### config.mk
export PLATFORM = sky130hd
export DESIGN_NAME = tmr_regif
export DESIGN_NICKNAME = d
export VERILOG_FILES = /design/src/rtl/tmr_regif_pkg.sv /design/src/rtl/tmr_cmd_decode.sv /design/src/rtl/tmr_wr_seq.sv /design/src/rtl/tmr_rd_seq.sv /design/src/rtl/tmr_regif.sv
export SDC_FILE = /design/constraint.sdc
export NUM_CORES = 1
export LEC_CHECK = 0
export CORE_ASPECT_RATIO = 1.1
export CORE_MARGIN = 3
export CORE_UTILIZATION = 55
export CTS_CLUSTER_DIAMETER = 120
export DETAILED_ROUTE_END_ITERATION = 8
export HOLD_SLACK_MARGIN = 0.03
export MAX_ROUTING_LAYER = met4
export PLACE_DENSITY = 0.91
export REMOVE_ABC_BUFFERS = 1
export SLEW_MARGIN = 15
export SYNTH_ARGS = -nofsm -noshare
export SYNTH_HDL_FRONTEND = slang
export SYNTH_SLANG_ARGS = --single-unit
### constraint.sdc
create_clock -name clk -period 2.8 [get_ports clk]
set_input_delay 0.28 -clock clk [delete_from_list [all_inputs] [get_ports clk]]
set_output_delay 0.28 -clock clk [all_outputs]
set_load 0.02 [all_outputs]
### src/rtl/tmr_regif_pkg.sv
package tmr_regif_pkg;

  localparam int BYTE_W = 8;
  localparam int CNT_W  = 2 * BYTE_W;
  localparam int MODE_W = 3;

  typedef enum logic [1:0] {
    ACC_LATCH = 2'd0,
    ACC_LO    = 2'd1,
    ACC_HI    = 2'd2,
    ACC_LOHI  = 2'd3
  } acc_t;

  typedef enum logic [1:0] {
    WPH_IDLE = 2'd0,
    WPH_LO   = 2'd1,
    WPH_HI   = 2'd2
  } wph_t;

  localparam logic [1:0] SEL_READBACK = 2'd3;

  typedef struct packed {
    logic [1:0]        sel;
    acc_t              acc;
    logic [MODE_W-1:0] mode;
    logic              bcd;
  } cmd_t;

endpackage

### src/rtl/tmr_cmd_decode.sv
module tmr_cmd_decode
  import tmr_regif_pkg::*;
#(
  parameter int NUM_CH = 3
) (
  input  logic                cmd_wr,
  input  logic [BYTE_W-1:0]   cmd_byte,
  output logic [NUM_CH-1:0]   ch_prog,
  output logic [NUM_CH-1:0]   ch_latch,
  output acc_t                prog_acc,
  output logic [MODE_W-1:0]   prog_mode
);

  cmd_t cmd;
  logic is_readback;
  logic unused_bcd;

  assign cmd         = cmd_t'(cmd_byte);
  assign is_readback = (cmd.sel == SEL_READBACK);
  assign prog_acc    = cmd.acc;
  assign prog_mode   = cmd.mode;
  assign unused_bcd  = cmd.bcd;

  for (genvar i = 0; i < NUM_CH; i++) begin : g_sel
    logic hit;
    assign hit         = cmd_wr && !is_readback && (cmd.sel == 2'(i));
    assign ch_prog[i]  = hit && (cmd.acc != ACC_LATCH);
    assign ch_latch[i] = hit && (cmd.acc == ACC_LATCH);
  end

endmodule

### src/rtl/tmr_wr_seq.sv
module tmr_wr_seq
  import tmr_regif_pkg::*;
(
  input  logic              clk,
  input  logic              rst_n,
  input  logic              prog,
  input  acc_t              prog_acc,
  input  logic [MODE_W-1:0] prog_mode,
  input  logic              data_wr,
  input  logic [BYTE_W-1:0] data_byte,
  output logic [MODE_W-1:0] mode,
  output logic [CNT_W-1:0]  reload,
  output logic              load_stb
);

  acc_t              acc_q, acc_d;
  wph_t              wph_q, wph_d;
  logic [MODE_W-1:0] mode_q, mode_d;
  logic [CNT_W-1:0]  rel_q, rel_d;
  logic              stb_q, stb_d;
  logic              upd_en;

  always_comb begin
    acc_d  = acc_q;
    wph_d  = wph_q;
    mode_d = mode_q;
    rel_d  = rel_q;
    stb_d  = 1'b0;
    if (prog) begin
      mode_d = prog_mode;
      acc_d  = prog_acc;
      wph_d  = (prog_acc == ACC_HI) ? WPH_HI : WPH_LO;
    end else if (data_wr) begin
      unique case (wph_q)
        WPH_LO: begin
          rel_d[BYTE_W-1:0] = data_byte;
          if (acc_q == ACC_LOHI) wph_d = WPH_HI;
          else                   stb_d = 1'b1;
        end
        WPH_HI: begin
          rel_d[CNT_W-1:BYTE_W] = data_byte;
          stb_d = 1'b1;
          if (acc_q == ACC_LOHI) wph_d = WPH_LO;
        end
        default: ;
      endcase
    end
  end

  assign upd_en = prog || data_wr;

  always_ff @(posedge clk or negedge rst_n) begin
    if (!rst_n) begin
      acc_q  <= ACC_LATCH;
      wph_q  <= WPH_IDLE;
      mode_q <= '0;
      rel_q  <= '0;
    end else if (upd_en) begin
      acc_q  <= acc_d;
      wph_q  <= wph_d;
      mode_q <= mode_d;
      rel_q  <= rel_d;
    end
  end

  always_ff @(posedge clk or negedge rst_n) begin
    if (!rst_n) stb_q <= 1'b0;
    else        stb_q <= stb_d;
  end

  assign mode     = mode_q;
  assign reload   = rel_q;
  assign load_stb = stb_q;

endmodule

### src/rtl/tmr_rd_seq.sv
module tmr_rd_seq
  import tmr_regif_pkg::*;
(
  input  logic              clk,
  input  logic              rst_n,
  input  logic              latch_req,
  input  logic              rd_req,
  input  logic [CNT_W-1:0]  live_cnt,
  output logic [BYTE_W-1:0] rd_byte,
  output logic              latch_pend
);

  logic             hi_q, hi_d;
  logic             pend_q, pend_d;
  logic [CNT_W-1:0] hold_q, hold_d;
  logic [CNT_W-1:0] src;
  logic             upd_en;

  always_comb begin
    hi_d   = hi_q;
    pend_d = pend_q;
    hold_d = hold_q;
    if (latch_req && !pend_q) begin
      hold_d = live_cnt;
      pend_d = 1'b1;
    end
    if (rd_req) begin
      hi_d = !hi_q;
      if (hi_q && pend_q) pend_d = 1'b0;
    end
  end

  assign upd_en = latch_req || rd_req;

  always_ff @(posedge clk or negedge rst_n) begin
    if (!rst_n) begin
      hi_q   <= 1'b0;
      pend_q <= 1'b0;
      hold_q <= '0;
    end else if (upd_en) begin
      hi_q   <= hi_d;
      pend_q <= pend_d;
      hold_q <= hold_d;
    end
  end

  assign src        = pend_q ? hold_q : live_cnt;
  assign rd_byte    = hi_q ? src[CNT_W-1:BYTE_W] : src[BYTE_W-1:0];
  assign latch_pend = pend_q;

endmodule

### src/rtl/tmr_regif.sv
module tmr_regif
  import tmr_regif_pkg::*;
#(
  parameter int NUM_CH = 3,
  localparam int ADDR_W = $clog2(NUM_CH + 1)
) (
  input  logic                     clk,
  input  logic                     rst_n,
  input  logic                     bus_wr,
  input  logic                     bus_rd,
  input  logic [ADDR_W-1:0]        bus_addr,
  input  logic [BYTE_W-1:0]        bus_wdata,
  output logic [BYTE_W-1:0]        bus_rdata,
  input  logic [NUM_CH*CNT_W-1:0]  ch_count,
  output logic [NUM_CH*MODE_W-1:0] ch_mode,
  output logic [NUM_CH*CNT_W-1:0]  ch_reload,
  output logic [NUM_CH-1:0]        ch_load_stb
);

  localparam logic [ADDR_W-1:0] CMD_ADDR = ADDR_W'(NUM_CH);

  logic [NUM_CH-1:0]       ch_prog;
  logic [NUM_CH-1:0]       ch_latch;
  logic [NUM_CH-1:0]       latch_pend;
  acc_t                    prog_acc;
  logic [MODE_W-1:0]       prog_mode;
  logic [BYTE_W-1:0]       rd_bytes [NUM_CH];

  tmr_cmd_decode #(.NUM_CH(NUM_CH)) dec_i (
    .cmd_wr    (bus_wr && (bus_addr == CMD_ADDR)),
    .cmd_byte  (bus_wdata),
    .ch_prog   (ch_prog),
    .ch_latch  (ch_latch),
    .prog_acc  (prog_acc),
    .prog_mode (prog_mode)
  );

  for (genvar i = 0; i < NUM_CH; i++) begin : g_ch
    logic sel;
    assign sel = (bus_addr == ADDR_W'(i));

    tmr_wr_seq wr_i (
      .clk       (clk),
      .rst_n     (rst_n),
      .prog      (ch_prog[i]),
      .prog_acc  (prog_acc),
      .prog_mode (prog_mode),
      .data_wr   (bus_wr && sel),
      .data_byte (bus_wdata),
      .mode      (ch_mode[i*MODE_W +: MODE_W]),
      .reload    (ch_reload[i*CNT_W +: CNT_W]),
      .load_stb  (ch_load_stb[i])
    );

    tmr_rd_seq rd_i (
      .clk        (clk),
      .rst_n      (rst_n),
      .latch_req  (ch_latch[i]),
      .rd_req     (bus_rd && sel),
      .live_cnt   (ch_count[i*CNT_W +: CNT_W]),
      .rd_byte    (rd_bytes[i]),
      .latch_pend (latch_pend[i])
    );
  end

  always_comb begin
    bus_rdata = '0;
    for (int i = 0; i < NUM_CH; i++) begin
      if (bus_addr == ADDR_W'(i)) bus_rdata = rd_bytes[i];
    end
  end

endmodule

==> impl_metrics.json <==
{
  "avgSynthCellArea_um2": 14.6,
  "start_util": 0.577,
  "synth_seq_area_share": 0.540,
  "cts_tree": "built",
  "internal-power_uw": 5080,
  "critPathSlowestCell": "clkdlybuf4s50_1",
  "p_comb_frac": 0.346,
  "synth_most_common_cell": "dfrtp_1",
  "synth-compound-area-share": 0.0315,
  "setup_violations": 0,
  "synth_xor_xnor_area_share": 0.00450,
  "hold-path-cell-count": 2,
  "drive_gt1_frac": 0.336,
  "numPortBuffers": 129,
  "grt_pass1_vias": 4351,
  "cp_common_cell": "nand2_1",
  "status": "finished, final reports clean",
  "synthTopCellsByCount": "dfrtp_1, mux2_2, nand2_1, mux4_2",
  "yosys.area_share.adder": 0.0129,
  "rr_worst_depth": 6,
  "drt_iter0_drc": 197,
  "p_leak_uw": 0.00365,
  "worstPathArrival_ns": 2.38,
  "routed.top_layer": "met4",
  "skew_ns": 0.00716,
  "hold_viol": 0,
  "gp_congestion": 0.890,
  "fin_crit_ns": 2.66,
  "clkPwrFrac": 0.283,
  "slowest_delay_ns": 0.55,
  "overflow": 0,
  "start_kind": "register",
  "min_path_type": "in2reg",
  "antenna_cells": 0,
  "path_clk_slew_ns": 0.06,
  "swShare": 0.319,
  "async_flop_share": 1.00,
  "pin_count": 130,
  "fin_tns_setup_ns": 0,
  "viasPerCell": 5.75,
  "endpoint_kind": "output pin",
  "yosys.area.top_type_share": 0.540,
  "postRouteAntennaNets": 0,
  "clock_path_buffers": 2,
  "synth_area_um2": 5840,
  "critical_path.top_delay_family": "buffers and inverters",
  "max_cap_violations": 0,
  "grt_start_max_net_pins": 65,
  "synth-simple-area-share": 0.0746,
  "yosysWarnings": 0,
  "synth_seq_cells": 126,
  "final_nets": 606,
  "die_h_um": 114,
  "route.met3.wl_um": 900,
  "cts-htree-levels": 4,
  "final_design_area_no_fill_um2": 7840,
  "drc_errors": 0,
  "wl_per_cell_um": 20.1,
  "synthesis.instances": 400,
  "grt_usage": 0.254,
  "area_growth_pct": 34.2,
  "path_cells": "buf_4, mux4_2, nand2_1, nand2_1, clkdlybuf4s50_1",
  "core-area_um2": 10100,
  "cts_buffers": 17,
  "fin_util": 0.774,
  "synth_area_leaders": "dfrtp_1, mux2_2, mux4_2",
  "worst-path-buf-inv": 2,
  "tightest_slew_ns": 0.807,
  "path_depth": 5,
  "synth_top_family_by_area": "multiplexers",
  "fp.dieW_um": 104,
  "synth_edf_count": 0,
  "dr_total_vias": 3970,
  "synth.distinct_cells": 42,
  "clock_latency_ns": 0.53,
  "cp_max_fo": 6,
  "antenna_found_initial": 0,
  "max-slew-margin-rel": 0.462,
  "netlist.top_cell.by_area": "dfrtp_1",
  "power.density_nw_per_um2": 952,
  "dp_hpwl_um": 9750,
  "rsz0062_at_grt": "false",
  "p_seq_frac": 0.371,
  "dr.pass1.iters": 4,
  "synth_top_flop_cell": "dfrtp_1",
  "fmax_ghz": 0.376,
  "dieArea_um2": 11900,
  "rows": 38,
  "wl_met2_um": 7330,
  "p_sw_uw": 2380,
  "fin_total_pwr_uw": 7460,
  "wl_met1_um": 5370,
  "cts_root_buf": "clkbuf_8",
  "cp.required_ns": 2.52,
  "critical_path_class": "reg2out",
  "clock_sinks": 126,
  "min_period_over_period": 0.950,
  "placed_area_um2": 7230,
  "synth_mux_area_frac": 0.308,
  "ir_drop_mv": 0.526,
  "grt_pass1_wl_um": 22700,
  "drt_wl_total_um": 13900,
  "final_max_slew_viol_count": 0
}
power by group through the flow:
stage	Sequential (µW)	Clock (µW)	Combinational (µW)
2_1_floorplan	3150	0	982
3_3_place_gp	2750	0	2490
3_5_place_dp	2800	0	2580
4_1_cts	2780	2120	2590
5_1_grt	2840	2210	2740
6_report	2770	2110	2580
state kept, by name, summed over array words and instances (netlist names):
signal	cells
g_ch.wr_i.mode	9
g_ch.wr_i.reload	48
g_ch.wr_i.load_stb	3
g_ch.rd_i.hold_q	48
g_ch.wr_i.acc_q	6
g_ch.wr_i.wph_q	6
g_ch.rd_i.latch_pend	3
g_ch.rd_i.hi_q	3
cell type report:
| class | instances | area, µm² |
|---|---|---|
| Multi-Input combinational cell | 244 | 2520 |
| Fill cell | 607 | 2290 |
| Tap cell | 140 | 175 |
| Clock buffer | 18 | 428 |
| Inverter | 9 | 33.8 |
| Timing Repair Buffer | 140 | 1390 |
| Sequential cell | 126 | 3160 |
| Clock inverter | 13 | 140 |
worst register-to-register path: stages (launching register included):
cell	delay [ns]
dfrtp_1	0.38
inv_1	0.06
ha_1	0.25
a2bb2oi_1	0.16
nor3_1	0.42
mux2i_1	0.18
o21a_1	0.19
layout by cell type (no fill, tap or decap), types with 3 or more instances in the layout:
master,netlist,routed
mux2i_1,4,4
clkbuf_16,0,16
dfrtp_1,126,123
clkdlybuf4s50_1,0,122
a22oi_1,8,8
inv_6,0,3
ha_1,6,6
mux2_4,9,9
clkinvlp_4,0,4
inv_1,9,9
nand2_1,46,46
nor3_1,3,3
clkinv_2,0,3
buf_4,5,10
xnor2_1,3,3
a21oi_1,5,5
o21a_1,3,3
o21ai_0,5,5
nand3_1,5,5
mux4_2,24,24
mux2_2,96,96
and3b_1,3,3
dlygate4sd2_1,0,4
routing by layer:
metal	up-vias	global-route usage
met3	27	0.0711
li1	1738	-
met5	-	-
met2	163	0.438
met1	2042	0.292
met4	0	0.0816
metrics by stage:
step / instances / setup slack, ns / hold slack (ns)
floorplan: 379 / 1.02 / -0.0156
global placement: 655 / 0.374 / 0.406
detailed placement: 655 / 0.290 / 0.411
CTS: 688 / 0.00602 / 0.380
global route: 690 / 0.0337 / 0.381
finish: 690 / 0.141 / 0.389
path summary, 6_finish.rpt:
kind / startpoint / endpoint / slack [ns]
setup / recovery: g_ch[0].rd_i.latch_pend / bus_rdata[0] / 0.14
hold / removal: ch_count[25] / g_ch[1].rd_i.hold_q[9] / 0.39
setup reg to reg: g_ch[1].wr_i.wph_q[0] / g_ch[1].wr_i.wph_q[1] / 1.05
hold reg to reg: g_ch[1].rd_i.hold_q[10] / g_ch[1].rd_i.hold_q[10] / 0.50
max in group asynchronous: rst_n / g_ch[2].rd_i.latch_pend / 1.63
min in group asynchronous: rst_n / g_ch[1].wr_i.mode[1] / 0.40
kinds of logic (layout without fill, tap and decap cells):
group,count (synthesis),after routing
AOI/OAI and AO/OA,27,27
buffers and inverters,30,180
muxes,133,133
xor gates and xnor gates,3,3
and+or+nand+nor,75,75
adders and majority gates,6,6
DFF,126,126
timing repair:
| action | in CTS | in global routing |
|---|---|---|
| hold endpoints to repair | 62 | 0 |
| buffers inserted | 1 | 2 |
| hold buffers | 1 | 0 |
| resized for setup | 6 | 4 |
| setup endpoints to repair | 8 | 4 |
No activity file was read; power rests on OpenSTA's default activity.
